===== config.mk =====
export PLATFORM = sky130hd
export DESIGN_NAME = alarm_irq_top
export DESIGN_NICKNAME = d
export VERILOG_FILES = /design/src/rtl/alarm_irq_pkg.sv /design/src/rtl/alarm_unit.sv /design/src/rtl/alarm_out_mux.sv /design/src/rtl/alarm_irq_top.sv
export SDC_FILE = /design/constraint.sdc
export NUM_CORES = 1
export LEC_CHECK = 0
export ABC_AREA = 1
export BUFFER_PORTS_ARGS = -buffer_cell sky130_fd_sc_hd__buf_2
export CAP_MARGIN = 20
export CORE_ASPECT_RATIO = 0.9
export CORE_UTILIZATION = 58
export CTS_CLUSTER_DIAMETER = 30
export DETAILED_ROUTE_END_ITERATION = 7
export PLACE_DENSITY = 0.89
export SYNTH_ARGS = -nofsm -noshare
export SYNTH_HDL_FRONTEND = slang
export SYNTH_SLANG_ARGS = --single-unit

===== constraint.sdc =====
create_clock -name clk -period 3.3 [get_ports clk]
set_input_delay 0.495 -clock clk [delete_from_list [all_inputs] [get_ports clk]]
set_output_delay 0.495 -clock clk [all_outputs]
set_load 0.01 [all_outputs]

===== src/rtl/alarm_irq_pkg.sv =====
package alarm_irq_pkg;
  localparam int FIELD_N = 7;
  localparam int TIME_W  = 36;

  function automatic int fld_w(input int f);
    case (f)
      0: return 6;
      1: return 6;
      2: return 5;
      3: return 5;
      4: return 4;
      5: return 7;
      default: return 3;
    endcase
  endfunction

  function automatic int fld_lo(input int f);
    int acc;
    acc = 0;
    for (int k = 0; k < f; k++) acc += fld_w(k);
    return acc;
  endfunction

  typedef enum logic [1:0] {
    OSEL_IRQ  = 2'd0,
    OSEL_1HZ  = 2'd1,
    OSEL_4K   = 2'd2,
    OSEL_32K  = 2'd3
  } osel_e;
endpackage


===== src/rtl/alarm_unit.sv =====
module alarm_unit
  import alarm_irq_pkg::*;
(
  input  logic              clk,
  input  logic              rst_n,
  input  logic              sec_tick,
  input  logic [TIME_W-1:0] now_time,
  input  logic              wr_en,
  input  logic [TIME_W-1:0] wr_time,
  input  logic [FIELD_N-1:0] wr_mask,
  input  logic              wr_arm,
  input  logic              wr_rpt,
  input  logic              clr,
  output logic              flag,
  output logic              armed,
  output logic              rpt
);
  logic [TIME_W-1:0]  tgt_q;
  logic [FIELD_N-1:0] mask_q;
  logic [FIELD_N-1:0] fld_ok;
  logic               hit;

  // per-field comparator; a disabled field is a wildcard
  for (genvar f = 0; f < FIELD_N; f++) begin : g_fld
    localparam int LO = fld_lo(f);
    localparam int W  = fld_w(f);
    assign fld_ok[f] = !mask_q[f] || (now_time[LO +: W] == tgt_q[LO +: W]);
  end

  assign hit = sec_tick && armed && (&fld_ok);

  always_ff @(posedge clk) begin
    if (!rst_n) begin
      tgt_q  <= '0;
      mask_q <= '0;
      armed  <= 1'b0;
      rpt    <= 1'b0;
    end else if (wr_en) begin
      tgt_q  <= wr_time;
      mask_q <= wr_mask;
      armed  <= wr_arm;
      rpt    <= wr_rpt;
    end else if (hit && !rpt) begin
      armed  <= 1'b0;
    end
  end

  // a new hit outranks a clear in the same cycle
  always_ff @(posedge clk) begin
    if (!rst_n)   flag <= 1'b0;
    else if (hit) flag <= 1'b1;
    else if (clr) flag <= 1'b0;
  end
endmodule


===== src/rtl/alarm_out_mux.sv =====
module alarm_out_mux
  import alarm_irq_pkg::*;
#(
  parameter int PRE_W    = 16,
  parameter int TAP_1HZ  = 15,
  parameter int TAP_4K   = 3,
  parameter int TAP_32K  = 0
) (
  input  logic             clk,
  input  logic             rst_n,
  input  logic [1:0]       out_sel,
  input  logic [PRE_W-1:0] presc,
  input  logic             irq_req,
  output logic             pin
);
  logic nxt;

  always_comb begin
    case (osel_e'(out_sel))
      OSEL_1HZ: nxt = presc[TAP_1HZ];
      OSEL_4K:  nxt = presc[TAP_4K];
      OSEL_32K: nxt = presc[TAP_32K];
      default:  nxt = irq_req;
    endcase
  end

  always_ff @(posedge clk) begin
    if (!rst_n) pin <= 1'b0;
    else        pin <= nxt;
  end
endmodule


===== src/rtl/alarm_irq_top.sv =====
module alarm_irq_top
  import alarm_irq_pkg::*;
#(
  parameter int N_ALARM = 2,
  parameter int PRE_W   = 16,
  parameter int TAP_1HZ = 15,
  parameter int TAP_4K  = 3,
  parameter int TAP_32K = 0,
  localparam int IDX_W  = (N_ALARM > 1) ? $clog2(N_ALARM) : 1
) (
  input  logic               clk,
  input  logic               rst_n,
  input  logic               sec_tick,
  input  logic [TIME_W-1:0]  now_time,
  input  logic               wr_en,
  input  logic [IDX_W-1:0]   wr_idx,
  input  logic [TIME_W-1:0]  wr_time,
  input  logic [FIELD_N-1:0] wr_mask,
  input  logic               wr_arm,
  input  logic               wr_rpt,
  input  logic [N_ALARM-1:0] clr_flag,
  input  logic [N_ALARM-1:0] irq_en,
  input  logic [1:0]         out_sel,
  input  logic [PRE_W-1:0]   presc,
  output logic [N_ALARM-1:0] alarm_flag,
  output logic [N_ALARM-1:0] alarm_armed,
  output logic               irq_fout
);
  logic [N_ALARM-1:0] rpt_vec;
  logic               irq_req;

  for (genvar a = 0; a < N_ALARM; a++) begin : g_alm
    alarm_unit u_alm (
      .clk      (clk),
      .rst_n    (rst_n),
      .sec_tick (sec_tick),
      .now_time (now_time),
      .wr_en    (wr_en && (wr_idx == IDX_W'(a))),
      .wr_time  (wr_time),
      .wr_mask  (wr_mask),
      .wr_arm   (wr_arm),
      .wr_rpt   (wr_rpt),
      .clr      (clr_flag[a]),
      .flag     (alarm_flag[a]),
      .armed    (alarm_armed[a]),
      .rpt      (rpt_vec[a])
    );
  end

  assign irq_req = |(alarm_flag & irq_en);

  alarm_out_mux #(
    .PRE_W   (PRE_W),
    .TAP_1HZ (TAP_1HZ),
    .TAP_4K  (TAP_4K),
    .TAP_32K (TAP_32K)
  ) u_out (
    .clk     (clk),
    .rst_n   (rst_n),
    .out_sel (out_sel),
    .presc   (presc),
    .irq_req (irq_req),
    .pin     (irq_fout)
  );
endmodule


======== Word level (Yosys, flattened, before mapping) ========
Cells that the tools add are included.
storage, ports and cells
  register bits ........................... 93
  input bits .............................. 108
  output and inout bits ................... 5
  word-level logic and storage cells ...... 84
operators by class
  equality and inequality tests ........... 17
  mux-type cells .......................... 9
  bitwise gates (word level) .............. 2
  reductions and logical operators ........ 45
operator list
  kind                  number
  $eq A6 B6 Y1          4
  $eq A5 B5 Y1          4
  $logic_not A1 Y1      16
  $eq A7 B7 Y1          2
  $logic_or A1 B1 Y1    14
  $reduce_and A7 Y1     2
  $eq A4 B4 Y1          2
  $logic_and A1 B1 Y1   8
  $mux W1               8
  $reduce_bool A2 Y1    4
  $eq A3 B3 Y1          2
  $eq A2 B2 Y1 const B  2
  $pmux W1 S3           1
  $and A2 B2 Y2         1
  $eq A2 B1 Y1 const B  1
  $reduce_or A2 Y1      1
  $not A1 Y1            1

======== Depth between registers and ports, before layout ========
Gate-level depths: netlist of the first run.
  depth after elaboration ................. 7
  gate-level depth with buffers ........... 11
  mapped depth without buffers ............ 11

======== Modules after synthesis ========
A second synthesis of the first run with hierarchy kept.
second synthesis, totals
  cell total of the unflattened synthesis .. 732
  area total of the unflattened synthesis .. 4619.4 um^2
by module, submodules not included
  module         instances  cells each  area each (um^2)  sequential area each (um^2)
  alarm_unit     2          356         2260.9            920.9
  alarm_out_mux  1          13          68.8              20.0
  alarm_irq_top  1          7           28.8              0.0

======== Least setup slack after synthesis of the first run ========
No wires, ideal clock.
  path type ............................... input port to flip-flop
  start point ............................. input port wr_en
  end point ............................... register g_alm[0].u_alm.mask_q[5]
  arrival ................................. 1.160 ns
  slack ................................... 2.020 ns
  stages .................................. 7
  path buffers ............................ 2
  path through ............................ inv_1 nor2_4 inv_2 buf_6 buf_2 o21ai_0 a21oi_1
on the way
  cells in the longest elaborated chain, start to end .. 1
ends and longest elaborated chain
  what                  RTL line             source
  from (decl)           alarm_irq_top.sv:15  input logic wr_en,
  $logic_and A1 B1 Y1   alarm_irq_top.sv:38  .wr_en (wr_en && (wr_idx == IDX_W'(a))),
  to (signal assigned)  alarm_unit.sv:40     mask_q <= wr_mask;
  to (decl)             alarm_unit.sv:19     logic [FIELD_N-1:0] mask_q;
No other way between the ends.
A chain may end at the register's enable or synchronous reset.

======== Final worst setup path of the first run ========
  start point ............................. input port wr_idx
  end point ............................... register g_alm[0].u_alm.tgt_q[5]
on the way
  cells in the longest elaborated chain, start to end .. 2
ends and longest elaborated chain
  what                  RTL line             source
  from (decl)           alarm_irq_top.sv:16  input logic [IDX_W-1:0] wr_idx,
  $not A1 Y1            alarm_irq_top.sv:38
  $logic_and A1 B1 Y1   alarm_irq_top.sv:38
  to (signal assigned)  alarm_unit.sv:39     tgt_q <= wr_time;
  to (decl)             alarm_unit.sv:18     logic [TIME_W-1:0] tgt_q;
No other way between the ends.

==> results of run 1 <==
-- flip-flops by register name (all words and copies together) (netlist names) --
signal and count:
g_alm.u_alm.flag 2, g_alm.u_alm.mask_q 14, g_alm.u_alm.rpt 2, g_alm.u_alm.tgt_q 72, u_out.pin 1, g_alm.u_alm.armed 2
-- stage by stage --
| stage | util | instances | total power, mW | hold WS, ns |
|---|---|---|---|---|
| after floorplan | - | 718 | 1.504 | 0.4300 |
| after CTS | 0.6932 | 899 | 2.456 | 0.3599 |
| final | 0.6959 | 900 | 2.442 | 0.3726 |
| after detailed placement | 0.6650 | 884 | 1.637 | 0.4476 |
| after global placement | 0.6650 | 884 | 1.613 | 0.4397 |
| after global routing | 0.6959 | 900 | 2.566 | 0.3727 |
-- kinds of logic after synthesis --
family | count (synthesis) | synth area share
simple gates | 321 | 0.2744
compound gates | 157 | 0.1737
buf+inv | 134 | 0.1185
flops | 93 | 0.4083
xor+xnor | 13 | 0.02497
-- cells in the final DEF (no fill, tap or decap) --
master and n:
clkbuf_1 1, buf_4 3, clkbuf_8 10, inv_2 9, a21oi_1 65, nor2_1 97
dfxtp_1 93, bufinv_16 2, nand2_2 3, nand2_1 201, nand3b_1 2, o21ai_0 90
buf_2 99, o21a_1 1, a221oi_1 1, inv_1 93, nor2_2 4, nor2_4 1
clkinv_2 1, buf_12 1, nand3_1 12, xnor2_1 9, clkinvlp_4 1, xor2_1 4
nor3_1 1
-- worst reg2reg max path: cells and delay by family, from the launching register on --
kind	cells	cell delay [ns]
buffers and inverters	1	0.06
AO/OA/AOI/OAI	1	0.06
flip-flops	1	0.34
AND/OR/NAND/NOR	9	0.82
-- routing by layer --
layer / track usage / vias up
met3: 0.06383 / 18
met1: 0.3050 / 2059
met4: 0.09362 / 0
met5: 0 / -
li1: - / 2368
met2: 0.4955 / 154
-- power breakdown --
| part | switching, mW | leakage, nW | internal (mW) |
|---|---|---|---|
| registers | 0.0381 | 0.767 | 1.20 |
| clock network | 0.381 | 0.105 | 0.443 |
| logic | 0.231 | 1.74 | 0.153 |
-- layout make-up --
| cell class | instances | area [um2] | area share |
|---|---|---|---|
| Multi-Input combinational cell | 491 | 2160 | 0.4093 |
| Clock inverter | 4 | 72.57 | 0.01375 |
| Sequential cell | 93 | 1862 | 0.3529 |
| Timing Repair Buffer | 103 | 538.0 | 0.1020 |
| Clock buffer | 11 | 141.4 | 0.02680 |
| Inverter | 102 | 382.9 | 0.07256 |
| Tap cell | 96 | 120.1 | 0.02276 |
-- path summary, 6_finish.rpt --
kind              slack [ns]  cells after the start                startpoint                  endpoint
setup / recovery        1.81                      6                    wr_idx   g_alm[0].u_alm.tgt_q[5]
hold / removal          0.37                      3               wr_time[12]  g_alm[0].u_alm.tgt_q[12]
setup reg to reg        1.92                     11  g_alm[0].u_alm.tgt_q[21]      g_alm[0].u_alm.armed
hold reg to reg         0.46                      2  g_alm[0].u_alm.mask_q[5]  g_alm[0].u_alm.mask_q[5]
==> run metrics, run 1 <==
Die H=around 86 um; critical-path cell list=buf_2, nor2_4, inv_2, buf_12, o21ai_0, a21oi_1; # DRC=0; number of global-route vias before repair=~4.4k; Leakage Power=approximately 2.6 nW; maximum clock rate=approximately 670 MHz; Final period util=0.4513; Worst-path clk slew=0.09 ns; area of the core=about 7600 um2; Worst EP arrival=1.72 ns; WL final=between 10,000 and 15,000 um; P per Cell Area=between 400 and 500 nW/um2; GP Congestion=between 0.8 and 0.9; initial antenna violation count=0; fill count=662; Design Area, Final=roughly 5300 um2; Met3 Wirelength=722 um; Slew headroom=0.5447; DRT iter0 DRCs=between 200 and 250; Buffers & Inverters on Critical Path=3; clk sinks=93; Max Cap Viol=0; DR WL/cell=roughly 12 um; FFs w/ async S/R, synth=0; Yosys warning count=0; CP Launch Type=primary input; min-delay worst type=primary input to flop; Synth Area per Inst=6.350 um2; RSZ-0062 raised after global routing=no; Starting Density=0.6013; met2 WL=5329 um; pin slew with the least headroom to its limit=between 0.6 and 0.7 ns; Setup WS pre-CTS=roughly 1.2 ns; layout cells sized above 1=0.1667; 1st-pass router iterations=5; dpl hpwl=~7700 um; worst-skew pair later-pin latency=around 0.36 ns; post-CTS sizing=0; port buffer count=a little under 100; total vias in the final route=between 4k and 5k; Post-Syn Area=~4600 um2; TritonCTS Buffers=9; count of boundary I/O pins=approximately 110; # rows=30; H-tree levels=3; GRT Util Overall=0.2711; delay-heaviest family, CP=buffers and inverters; layout net count=between 900 and 1k; Yosys reg bits=93; Syn Nets=between 800 and 900; status=completed; Die Wd=between 90 and 100 um; Placed Area=about 5000 um2; CP Capture Type=flop; main flop type after synthesis=dfxtp_1; worst-path fanout max=65; cts hold-fix bufs=0; sequential area share after synthesis=0.4083; antenna violation net count after detailed routing=0; dominant cells by area after synthesis=dfxtp_1 (41%), nand2_1 (17%), o21ai_0 (9.9%); Worst path max stage delay=about 0.34 ns; cell taking the most area after synthesis=dfxtp_1; Root Buffer=clkbuf_8; Inserted Diodes=0; fin crit period=between 1 and 1.5 ns; crit path max-delay cell type=nor2_4; Clock Path Buffers=2; Post-synth EDFFs=0; via density per instance=about 5; total gr overflow=0; Setup Crit Path Kind=primary input to flop; largest net degree at the start of global routing=76; die area=8220 um2; Post-Synthesis Cells=between 700 and 800; CTS tree=done; most common library cells after synthesis=nand2_1 (202), nor2_1 (97), dfxtp_1 (93), inv_1 (93), o21ai_0 (90); final setup TNS=0 ns; Final Skew=about 0.0072 ns; Setup Fix Bufs, Post-CTS=0; Area growth syn-to-layout=15.72%; most common cell in the netlist=nand2_1; met1 WL=~4500 um; Unique masters post-synth=23; first-pass GRT wire length=~18,000 um; DR top layer=met4; Final Hold Viols=0; final setup margin=1.811 ns; Crit path required time=around 3.5 ns; worst vdd ir=0.2974 mV; fin. max-slew vios=0; top cell type's share of synthesized area=0.4083; final setup violation count=0
Power figures use the tool's default switching activity.
==> inputs of run 2 (changes only) <==
CORE_UTILIZATION = 48   (was 58)
PLACE_DENSITY = 0.79   (was 0.89)
clock period = 1.3 ns   (was 3.3 ns; I/O delays follow)
==> run metrics, run 2 (same netlist as run 1, synthesis figures left out) <==
dpl hpwl=7999 um (+4.1%); Design Area, Final=5470 um2 (+3.7%); Max Cap Viol=0 (unchanged); biggest regs=g_alm.u_alm.tgt_q (72), g_alm.u_alm.mask_q (14); pin slew with the least headroom to its limit=0.3189 ns (-0.3640 ns); worst-skew pair later-pin latency=0.36 ns (about the same); met3 global-route usage=0.04831 (-0.01552); Root Buffer=clkbuf_8; cts hold-fix bufs=0 (unchanged); Crit path required time=1.55 ns (-1.98 ns); Setup Crit Path Kind=flop to flop; P per Cell Area=1156 nW/um2 (+150%); CP Capture Type=flop; final setup margin=-0.03086 ns (-1.842 ns); clk sinks=93 (unchanged); TritonCTS Buffers=9 (unchanged); fin crit period=approximately 1.3 ns; Starting Density=0.4974 (-0.1039); Clock Path Buffers=2 (unchanged); Die H=94.46 um (+9.7%); fin. max-slew vios=0 (unchanged); total vias in the final route=4,585 (-0.30%); DR WL/cell=11.99 um (+0.62%); worst hold margin=0.05915 ns (-0.3135 ns); failing checks=negative setup slack; status=finished with violations; DRT iter0 DRCs=206 (-17%); GRT Util Overall=0.2314 (-0.03965); Top reg by flops=g_alm.u_alm.tgt_q; # DRC=0 (unchanged); Final period util=1.024; Inserted Diodes=0 (unchanged); fill count=855 (+29%); count of boundary I/O pins=113 (unchanged); Die Wd=104.7 um (+9.7%); critical-path cell list=inv_2, nand2_2, nand2_1, nor2_1, nand3_1, nand2_1, nand2_2, nor2_4, nand3_2, nand2_2, a21oi_2; Worst path max stage delay=0.35 ns (about the same); final setup violation count=2 (+2); area of the core=9166 um2 (+21%); Worst EP arrival=1.59 ns (-0.13 ns); layout net count=912 (+0.44%); layout cells sized above 1=0.2213 (+0.05459); antenna violation net count after detailed routing=0 (unchanged); port buffer count=99 (unchanged); via density per instance=4.925 (-3.6%); most frequent cells in the layout=nand2_1 (196), buf_2 (99), inv_1 (90), o21ai_0 (90), nor2_1 (88); H-tree levels=3 (unchanged); Critical Path Most Common Cell=nand2_2; WL final=11,170 um (+4.1%); GP Congestion=0.8133 (-5.0%); min-delay worst type=primary input to flop; Area growth syn-to-layout=19.98%; final setup TNS=-0.04080 ns (-0.04080 ns); CP Launch Type=flop; Final Skew=0.01059 ns (+0.003378 ns); GRT met2 Usage=0.4095 (-0.08596); Worst-path clk slew=0.10 ns (about the same); worst-path fanout max=2 (-97%); largest net degree at the start of global routing=91 (+20%); maximum clock rate=751.4 MHz; crit path max-delay cell type=dfxtp_2; die area=9893 um2 (+20%); RSZ-0062 raised after global routing=yes; number of global-route vias before repair=4,273 (-2.7%); Final Hold Viols=0 (unchanged); commonest non-fill, non-tap cell in the layout=nand2_1; initial antenna violation count=0 (unchanged); GR Util met1=0.2813 (-0.02377); Leakage Power=2.663 nW (+2.0%); CTS tree=done; Slew headroom=0.7874 (+0.2427); Most Used Layer, Global Route=met2; Final Non-Filler Cells=931 (+3.4%); first-pass GRT wire length=18,400 um (+4.7%); Placed Area=5162 um2 (+2.4%); placed cells=915 (+3.5%); worst vdd ir=0.5487 mV (+84%); # rows=33 (+10%); max FFs per register=72 (unchanged); 1st-pass router iterations=4 (-1); total gr overflow=0 (unchanged)
[run 2: final timing paths]
check                                           endpoint  cells past startpoint                     start  slack, ns
worst max-delay path                g_alm[0].u_alm.armed                     11  g_alm[0].u_alm.tgt_q[18]      -0.03
worst min-delay path            g_alm[0].u_alm.tgt_q[12]                      3               wr_time[12]       0.06
worst max register to register      g_alm[0].u_alm.armed                     11  g_alm[0].u_alm.tgt_q[18]      -0.03
worst min register to register  g_alm[0].u_alm.mask_q[5]                      2  g_alm[0].u_alm.mask_q[5]       0.46
[run 2: worst max-delay path, delay by kind of cell (launching register included)]
kind	cells	cell delay (ns)
AOI/OAI and AO/OA	1	0.04
buffers and inverters	1	0.05
DFF	1	0.35
and+or+nand+nor	9	0.79
[run 2: metrics by stage]
step                      utilization  worst slack (ns)  power (mW)
after floorplan                     -            0.1885       3.817
after CTS                      0.5880          -0.02862       6.323
after global placement         0.5632           0.01057       4.131
after global routing           0.5968           -0.1539       6.672
after detailed placement       0.5632          -0.03987       4.187
final                          0.5968          -0.03086       6.325
[run 2: power by group]
group	leakage [nW]	internal, mW	switching (mW)
logic	1.78	0.422	0.610
registers	0.774	3.04	0.0951
clock network	0.112	1.10	1.05
[run 2: final cells by class]
class	count	area (um2)	share of cell area
multi-input cells	491	2223	0.4064
flip-flops and latches	93	1887	0.3449
repair buffers	107	605.6	0.1107
inverters	102	382.9	0.06999
well taps	122	152.6	0.02790
clock buffers	10	127.6	0.02333
clock inverters	6	91.34	0.01670
[run 2: what timing repair did]
action,CTS,global route
setup endpoints to repair,4,4
resized for setup,7,36
pin swaps,4,22
buffers inserted,0,0
[run 2: layer usage]
layer  vias up  share of wire
met2       111           0.49
met5         -              0
met1      2079           0.44
met3        20          0.045
li1       2375              -
met4         0          0.021
